==> src/rtl/fbc_pkg.sv <==
package fbc_pkg;

    localparam int FBC_ADDR_W    = 5;
    localparam int FBC_DATA_W    = 8;
    localparam int FBC_SLOTS     = 16;   // upper half of the window
    localparam int FBC_IDX_W     = $clog2(FBC_SLOTS);
    localparam int FBC_STORE_LO  = 2;    // first general-purpose slot
    localparam int FBC_IRQ_EN_B  = 7;    // enable bit in the control byte
    localparam int FBC_PEND_B    = 7;    // pending bit in the status byte

    // Fixed identity bits merged into every status read.
    localparam logic [FBC_DATA_W-1:0] FBC_STAT_ID = 8'h61;

    typedef enum logic [1:0] {
        SEL_NONE,
        SEL_CTRL,
        SEL_STAT,
        SEL_STORE
    } fbc_sel_e;

    typedef struct packed {
        fbc_sel_e               sel;
        logic [FBC_IDX_W-1:0]   idx;
    } fbc_dec_t;

    function automatic fbc_dec_t fbc_decode(input logic [FBC_ADDR_W-1:0] a);
        fbc_dec_t d;
        d.idx = a[FBC_IDX_W-1:0];
        if (!a[FBC_ADDR_W-1]) begin
            d.sel = SEL_NONE;
        end else if (a[FBC_IDX_W-1:0] == FBC_IDX_W'(0)) begin
            d.sel = SEL_CTRL;
        end else if (a[FBC_IDX_W-1:0] == FBC_IDX_W'(1)) begin
            d.sel = SEL_STAT;
        end else begin
            d.sel = SEL_STORE;
        end
        return d;
    endfunction

    function automatic logic [FBC_DATA_W-1:0] fbc_status_byte(input logic pend);
        logic [FBC_DATA_W-1:0] s;
        s = FBC_STAT_ID;
        s[FBC_PEND_B] = pend;
        return s;
    endfunction

endpackage

==> src/rtl/fbc_addr_decode.sv <==
module fbc_addr_decode
    import fbc_pkg::*;
#(
    parameter int ADDR_W = FBC_ADDR_W
) (
    input  logic [ADDR_W-1:0] addr,
    output fbc_dec_t          dec
);
    always_comb begin
        dec = fbc_decode(addr);
    end
endmodule

==> src/rtl/fbc_irq_ctrl.sv <==
module fbc_irq_ctrl (
    input  logic clk,
    input  logic rst,
    input  logic frame_end,
    input  logic irq_en,
    input  logic stat_wr,
    output logic pending
);
    logic set_evt;
    assign set_evt = frame_end && irq_en;

    // Set has priority over the acknowledge.
    always_ff @(posedge clk) begin
        if (rst) begin
            pending <= 1'b0;
        end else if (set_evt) begin
            pending <= 1'b1;
        end else if (stat_wr) begin
            pending <= 1'b0;
        end
    end

    a_r4_set: assert property (@(posedge clk) disable iff (rst)
        (frame_end && irq_en) |=> pending);
    a_r4_quiet: assert property (@(posedge clk) disable iff (rst)
        (!pending && !(frame_end && irq_en)) |=> !pending);
    a_r5_ack: assert property (@(posedge clk) disable iff (rst)
        (stat_wr && !(frame_end && irq_en)) |=> !pending);
    a_r10_sticky: assert property (@(posedge clk) disable iff (rst)
        (pending && !stat_wr) |=> pending);
endmodule

==> src/rtl/fbc_store_bank.sv <==
module fbc_store_bank
    import fbc_pkg::*;
#(
    parameter int SLOTS  = FBC_SLOTS,
    parameter int LO     = FBC_STORE_LO,
    parameter int DATA_W = FBC_DATA_W,
    localparam int IDX_W = $clog2(SLOTS)
) (
    input  logic              clk,
    input  logic              rst,
    input  logic              wr_en,
    input  logic [IDX_W-1:0]  wr_idx,
    input  logic [DATA_W-1:0] wr_data,
    input  logic [IDX_W-1:0]  rd_idx,
    output logic [DATA_W-1:0] rd_data
);
    logic [DATA_W-1:0] slot_q [SLOTS];

    for (genvar i = 0; i < SLOTS; i++) begin : g_slot
        if (i >= LO) begin : g_reg
            logic hit;
            assign hit = wr_en && (wr_idx == IDX_W'(i));
            always_ff @(posedge clk) begin
                if (rst) begin
                    slot_q[i] <= '0;
                end else if (hit) begin
                    slot_q[i] <= wr_data;
                end
            end
            a_r7_keep: assert property (@(posedge clk) disable iff (rst)
                !(wr_en && (wr_idx == IDX_W'(i))) |=> $stable(slot_q[i]));
        end else begin : g_tie
            assign slot_q[i] = '0;
        end
    end

    assign rd_data = slot_q[rd_idx];
endmodule

==> src/rtl/fbc_frame_ctrl.sv <==
module fbc_frame_ctrl
    import fbc_pkg::*;
#(
    parameter int ADDR_W = FBC_ADDR_W,
    parameter int DATA_W = FBC_DATA_W
) (
    input  logic              clk,
    input  logic              rst,
    input  logic              bus_wr,
    input  logic              bus_rd,
    input  logic [ADDR_W-1:0] bus_addr,
    input  logic [DATA_W-1:0] bus_wdata,
    output logic [DATA_W-1:0] bus_rdata,
    input  logic              frame_end,
    output logic              irq
);
    fbc_dec_t          dec;
    logic [DATA_W-1:0] ctrl_q;
    logic [DATA_W-1:0] store_rd;
    logic [DATA_W-1:0] rd_mux;
    logic              pending;
    logic              ctrl_wr, stat_wr, store_wr;

    fbc_addr_decode #(.ADDR_W(ADDR_W)) u_dec (
        .addr (bus_addr),
        .dec  (dec)
    );

    assign ctrl_wr  = bus_wr && (dec.sel == SEL_CTRL);
    assign stat_wr  = bus_wr && (dec.sel == SEL_STAT);
    assign store_wr = bus_wr && (dec.sel == SEL_STORE);

    always_ff @(posedge clk) begin
        if (rst) begin
            ctrl_q <= '0;
        end else if (ctrl_wr) begin
            ctrl_q <= bus_wdata;
        end
    end

    fbc_irq_ctrl u_irq (
        .clk       (clk),
        .rst       (rst),
        .frame_end (frame_end),
        .irq_en    (ctrl_q[FBC_IRQ_EN_B]),
        .stat_wr   (stat_wr),
        .pending   (pending)
    );

    fbc_store_bank #(
        .SLOTS  (FBC_SLOTS),
        .LO     (FBC_STORE_LO),
        .DATA_W (DATA_W)
    ) u_store (
        .clk     (clk),
        .rst     (rst),
        .wr_en   (store_wr),
        .wr_idx  (dec.idx),
        .wr_data (bus_wdata),
        .rd_idx  (dec.idx),
        .rd_data (store_rd)
    );

    always_comb begin
        unique case (dec.sel)
            SEL_CTRL:  rd_mux = ctrl_q;
            SEL_STAT:  rd_mux = fbc_status_byte(pending);
            SEL_STORE: rd_mux = store_rd;
            default:   rd_mux = '0;
        endcase
    end

    always_ff @(posedge clk) begin
        if (rst) begin
            bus_rdata <= '0;
        end else if (bus_rd) begin
            bus_rdata <= rd_mux;
        end
    end

    assign irq = pending;

    a_r3_id_bits: assert property (@(posedge clk) disable iff (rst)
        (bus_rd && bus_addr == ADDR_W'(17)) |=> (bus_rdata[6:0] == 7'h61));
    a_r8_hole_zero: assert property (@(posedge clk) disable iff (rst)
        (bus_rd && !bus_addr[ADDR_W-1]) |=> (bus_rdata == '0));
    a_r9_hold: assert property (@(posedge clk) disable iff (rst)
        !bus_rd |=> $stable(bus_rdata));
    a_r2_ctrl_keep: assert property (@(posedge clk) disable iff (rst)
        !(bus_wr && bus_addr == ADDR_W'(16)) |=> $stable(ctrl_q));
endmodule

==> config.mk <==
export PLATFORM = sky130hd
export DESIGN_NAME = fbc_frame_ctrl
export DESIGN_NICKNAME = d
export VERILOG_FILES = /design/src/rtl/fbc_pkg.sv /design/src/rtl/fbc_addr_decode.sv /design/src/rtl/fbc_irq_ctrl.sv /design/src/rtl/fbc_store_bank.sv /design/src/rtl/fbc_frame_ctrl.sv
export SDC_FILE = /design/constraint.sdc
export NUM_CORES = 1
export LEC_CHECK = 0
export BUFFER_PORTS_ARGS = -buffer_cell sky130_fd_sc_hd__buf_2
export CORE_ASPECT_RATIO = 0.9
export CORE_MARGIN = 2
export CORE_UTILIZATION = 55
export DETAILED_ROUTE_END_ITERATION = 10
export PLACE_DENSITY = 0.81
export SYNTH_ARGS = -nofsm -noshare
export SYNTH_HDL_FRONTEND = slang
export SYNTH_SLANG_ARGS = --single-unit
==> constraint.sdc <==
create_clock -name clk -period 1.4 [get_ports clk]
set_input_delay 0.21 -clock clk [delete_from_list [all_inputs] [get_ports clk]]
set_output_delay 0.21 -clock clk [all_outputs]
set_load 0.02 [all_outputs]
==> metrics.yaml, run 1 <==
synth_ff_type: "dfxtp_1"
area_growth_pct: 22.7
synth_top_area_share_pct: 44.0
drv_slew: 0
final_nets: 741
synth_area_mm2: 0.00586
yosysSeqAreaShare_pct: 44.0
rsz0062_at_grt: "true"
ant_nets: 0
ir_drop_v: 0.00101
min_to: "u_irq.pending$_SDFFE_PP0P_"
finalHoldViolCount: 0
cts-resized-gates: 2
core_area_mm2: 0.0103
rr_worst_depth: 5
clock_path_buffers: 2
worst-r2r-setup-slack_ps: 20
cts_htree_levels: 4
cpPeakStageDelay_ps: 360
fill_cells: 740
grtUsageTotal_pct: 31.5
chipHeight_um: 102
grt-ovfl-total: 0
drc_errors: 0
dp_hpwl_um: 11400
antenna_cells: 0
yosysMostFrequentCell: "dfxtp_1"
antenna_found_initial: 0
fp.dieW_um: 113
cts_root_buffer: "clkbuf_16"
drt_wl_total_um: 17700
outcome: "completed"
cts_buffers: 17
avgSynthCellArea_um2: 8.75
crit_arrival_ps: 1680
maxCapViolCount: 0
cts_hold_buffers: 0
multi_input_area_mm2: 0.00304
syn_nets: 688
synth_area_leaders: "dfxtp_1 44%, mux2i_1 13%, a21oi_1 7.2%"
yosys.area.top_type: "dfxtp_1"
grt_pass1_vias: 5406
startpoint: "u_store.slot_q[69]$_SDFFE_PP0P_"
ys_top_cells_by_count: "129 x dfxtp_1, 89 x nand2_1, 84 x a21oi_1"
yosysUniqueCellTypes: 38
cts_post_setup_buffers_inserted: 0
io_pins: 27
start_kind: "register"
vias_per_cell: 6.41
yosysWarnings: 0
ff_latch_area_mm2: 0.00258
grt_max_degree: 100
via_count: 5547
worstSkewPairLatency_ps: 420
max_slew.worst_pin.slew_ps: 452
timing.final.crit_share_pct: 98.8
grt_pass1_wl_um: 27800
port_buffers: 26
min_from: "frame_end"
fmax_mhz: 723
r2r_start: "u_store.slot_q[69]$_SDFFE_PP0P_"
cp_slowest_cell: "o32ai_2"
hold_class: "primary input to register"
dr.pass1.iters: 6
end_kind: "register"
timing.hold.ws_ps: 69.1
synthCells: 670
synth-edff-count: 0
row_count: 35
clkSlewWorstSetupHoldPaths_ps: 60
cp_data_required_time_ps: 1690
wl_per_cell_um: 20.4
cp_max_fo: 2
drt_iter0_drc: 713
power.density_mw_per_mm2: 1300
drive_gt1_share_pct: 21.3
synthArstFlopShare_pct: 0
gp_congestion: 0.882
cts_tree: "yes"
leakagePower_nw: 2.99
critPathKind: "register to register"
maxSlewHeadroom_pct: 69.7
final_core_util_pct: 69.9
regToRegEndpoint: "bus_rdata[5]$_SDFFE_PP0P_"
whs_path_depth: 3
initial_utilization_pct: 57.0
crit_chain: "mux2i_1, nor2_1, o32ai_2, buf_4, o22ai_1"
die_area_mm2: 0.0115
timing.setup.tns_ps: 0
period_needed_ps: 1380
finalSetupViolCount: 0
cts_sinks: 129
power_w: 0.00932
synth_seq_cells: 129
fin_skew_ps: 9.18
==> registers in the layout, summed over array words and instances (netlist names) <==
signal,flops
bus_rdata,8
ctrl_q,8
u_irq.pending,1
u_store.slot_q,112
==> per-layer routing <==
layer  share of wire [%]  track usage, %  up-vias
met4                 4.7            17.4        0
met3                 8.9            8.36       79
li1                    -               -     2480
met1                  40            38.4     2653
met5                   0               0        -
met2                  46            51.5      335
==> cell families after synthesis <==
kind of cell	share of synthesized area (%)
compound gates	18.8
buf+inv	5.21
flops	44.0
mux	17.1
simple gates	14.9
==> where the power goes <==
part	leakage, nW	switching (W)	internal, W
Sequential	1.04	0.0000219	0.00370
Clock	0.316	0.00176	0.00312
Combinational	1.63	0.000449	0.000269
==> how the worst max path moves through the flow <==
| stage | end | slack [ps] |
|---|---|---|
| 2_1_floorplan | u_store.slot_q[95]$_SDFFE_PP0P_ | -30 |
| 3_3_place_gp | bus_rdata[5]$_SDFFE_PP0P_ | -360 |
| 3_5_place_dp | bus_rdata[5]$_SDFFE_PP0P_ | -350 |
| 4_1_cts | bus_rdata[5]$_SDFFE_PP0P_ | 6 |
| 5_1_grt | bus_rdata[5]$_SDFFE_PP0P_ | 5 |
| 6_report | bus_rdata[5]$_SDFFE_PP0P_ | 20 |
==> critical path: cells and delay by family, from the launching register on <==
| kind | cells | cell delay, ps |
|---|---|---|
| compound gates | 2 | 410 |
| simple gates | 1 | 100 |
| buf+inv | 1 | 180 |
| mux | 1 | 260 |
| flops | 1 | 310 |
==> layout make-up <==
class | count | share of cell area [%]
Clock buffer | 19 | 6.30
Clock inverter | 13 | 2.75
Inverter | 1 | 0.0522
Multi-Input combinational cell | 478 | 42.2
Sequential cell | 129 | 35.9
Tap cell | 129 | 2.24
Timing Repair Buffer | 96 | 10.5
==> cells in the final DEF, fill, tap and decap left out, types with 5 or more instances in the layout <==
master     count
dfxtp_1      129
nand2_1       89
a21oi_1       84
o21ai_0       78
mux2i_1       74
buf_4         63
nor2_1        59
buf_2         25
clkbuf_16     17
nand3_1       15
mux4_2        11
nand2b_1       8
buf_12         8
inv_6          6
nor2b_1        5
o22ai_1        5
==> through the flow <==
step	setup slack, ps	instances	area, um2
2_1_floorplan	-33.0	670	5930
3_5_place_dp	-350	833	6500
5_1_grt	5.40	865	7190
6_report	16.8	865	7190
3_3_place_gp	-362	833	6500
4_1_cts	6.04	865	7160
(Power assumes the default switching activity.)
==> run 2: changes to the inputs <==
ABC_CLOCK_PERIOD_IN_PS = 1400   (was unset)
MAX_ROUTING_LAYER = met4   (was unset)
==> metrics.yaml, run 2 (synthesis gave the netlist of run 1 again) <==
wl_per_cell_um: 20.3
drv_slew: 0
cts-resized-gates: 0
dr.pass1.iters: 6
fin_ws_ps: 36.9
crit_arrival_ps: 1660
fin_skew_ps: 11.3
drt_iter0_drc: 675
worstSkewPairLatency_ps: 420
power.density_mw_per_mm2: 1270
port_buffers: 26
ir_drop_v: 0.00106
grt_pass1_vias: 5352
start_kind: "register"
die_area_mm2: 0.0115
cts_hold_buffers: 0
whs_path_depth: 3
clkSlewWorstSetupHoldPaths_ps: 60
rsz0062_at_grt: "false"
leakagePower_nw: 2.99
antenna_cells: 0
fill_cells: 762
final_core_util_pct: 69.4
fp.dieW_um: 113
timing.hold.ws_ps: 74.5
finalSetupViolCount: 0
largestRegisters: "u_store.slot_q (112), bus_rdata (8), ctrl_q (8)"
drt_wl_total_um: 17600
clock_path_buffers: 2
via_count: 5498
antenna_found_initial: 0
drc_errors: 0
ant_nets: 0
pre_cts_ws_ps: -265
dp_hpwl_um: 11500
maxSlewHeadroom_pct: 66.3
rr_worst_depth: 4
period_needed_ps: 1360
cts_sinks: 129
final_common_cell: "dfxtp_1"
row_count: 35
timing.final.crit_share_pct: 97.4
cts_buffers: 17
finalHoldViolCount: 0
grtUsageTotal_pct: 32.8
top_register: "u_store.slot_q"
gp_congestion: 0.935
hold_class: "primary input to register"
end_kind: "register"
area_growth_pct: 21.7
drive_gt1_share_pct: 20.8
final_nets: 747
cp_data_required_time_ps: 1700
cts_tree: "yes"
max_slew.worst_pin.slew_ps: 504
mostFrequentLayoutCells: "129 x dfxtp_1, 89 x nand2_1, 84 x a21oi_1"
grt_max_degree: 81
core_area_mm2: 0.0103
cts_post_setup_buffers_inserted: 0
largest_register_ffs: 112
chipHeight_um: 102
critPathKind: "register to register"
outcome: "completed"
cp_max_fo: 2
maxCapViolCount: 0
place_area_mm2: 0.00652
timing.setup.tns_ps: 0
fmax_mhz: 734
cts_root_buffer: "clkbuf_16"
stdcell_area_mm2: 0.00714
grt-ovfl-total: 0
initial_utilization_pct: 57.0
cts_htree_levels: 4
io_pins: 27
grt_pass1_wl_um: 28300
vias_per_cell: 6.32
-- run 2: changes by cell type in the layout (fill, tap and decap cells not counted), moves of 2 or more --
cell and change:
buf_4 +8, clkbuf_1 +2, inv_6 -6, buf_12 -2, o32ai_2 -2, o32ai_1 +2, clkinv_2 +5
-- run 2: final timing paths --
path / start / endpoint / slack, ps
worst max-delay path: u_store.slot_q[35]$_SDFFE_PP0P_ / bus_rdata[3]$_SDFFE_PP0P_ / 40
worst min-delay path: frame_end / u_irq.pending$_SDFFE_PP0P_ / 70
worst max register to register: u_store.slot_q[35]$_SDFFE_PP0P_ / bus_rdata[3]$_SDFFE_PP0P_ / 40
worst min register to register: ctrl_q[1]$_SDFFE_PP0P_ / ctrl_q[1]$_SDFFE_PP0P_ / 460
-- run 2: routing by layer --
metal,wire [um],global-route usage (%)
met5,0,-
met4,490,13.4
met3,1650,6.88
met2,8350,53.8
met1,7140,39.9
-- run 2: area by class of cell --
cell class	instances	area [um2]	share of cell area, %
multi-input combinational	478	3000	42.1
sequential	129	2580	36.2
timing repair buffer	102	778	10.9
clock buffer	20	447	6.26
clock inverter	11	163	2.28
tap	129	161	2.26
inverter	1	3.75	0.0526
-- run 2: per-stage QoR --
step / std cells / total power, W
final: 870 / 0.00906
after global routing: 870 / 0.00927
after global placement: 839 / 0.00447
after floorplan: 670 / 0.00420
after detailed placement: 839 / 0.00449
after CTS: 870 / 0.00904
-- run 2: worst max-delay path, cell delays in order, from the launching register on --
cell	delay (ps)
dfxtp_1	370
mux2i_1	100
a22oi_1	260
a222oi_1	130
a2111oi_1	380
-- run 2: report_power, final --
part	switching, W	total (W)	internal, W
Sequential	0.0000231	0.00373	0.00371
Combinational	0.000439	0.000707	0.000269
Clock	0.00162	0.00462	0.00300
Total	0.00208	0.00906	0.00698
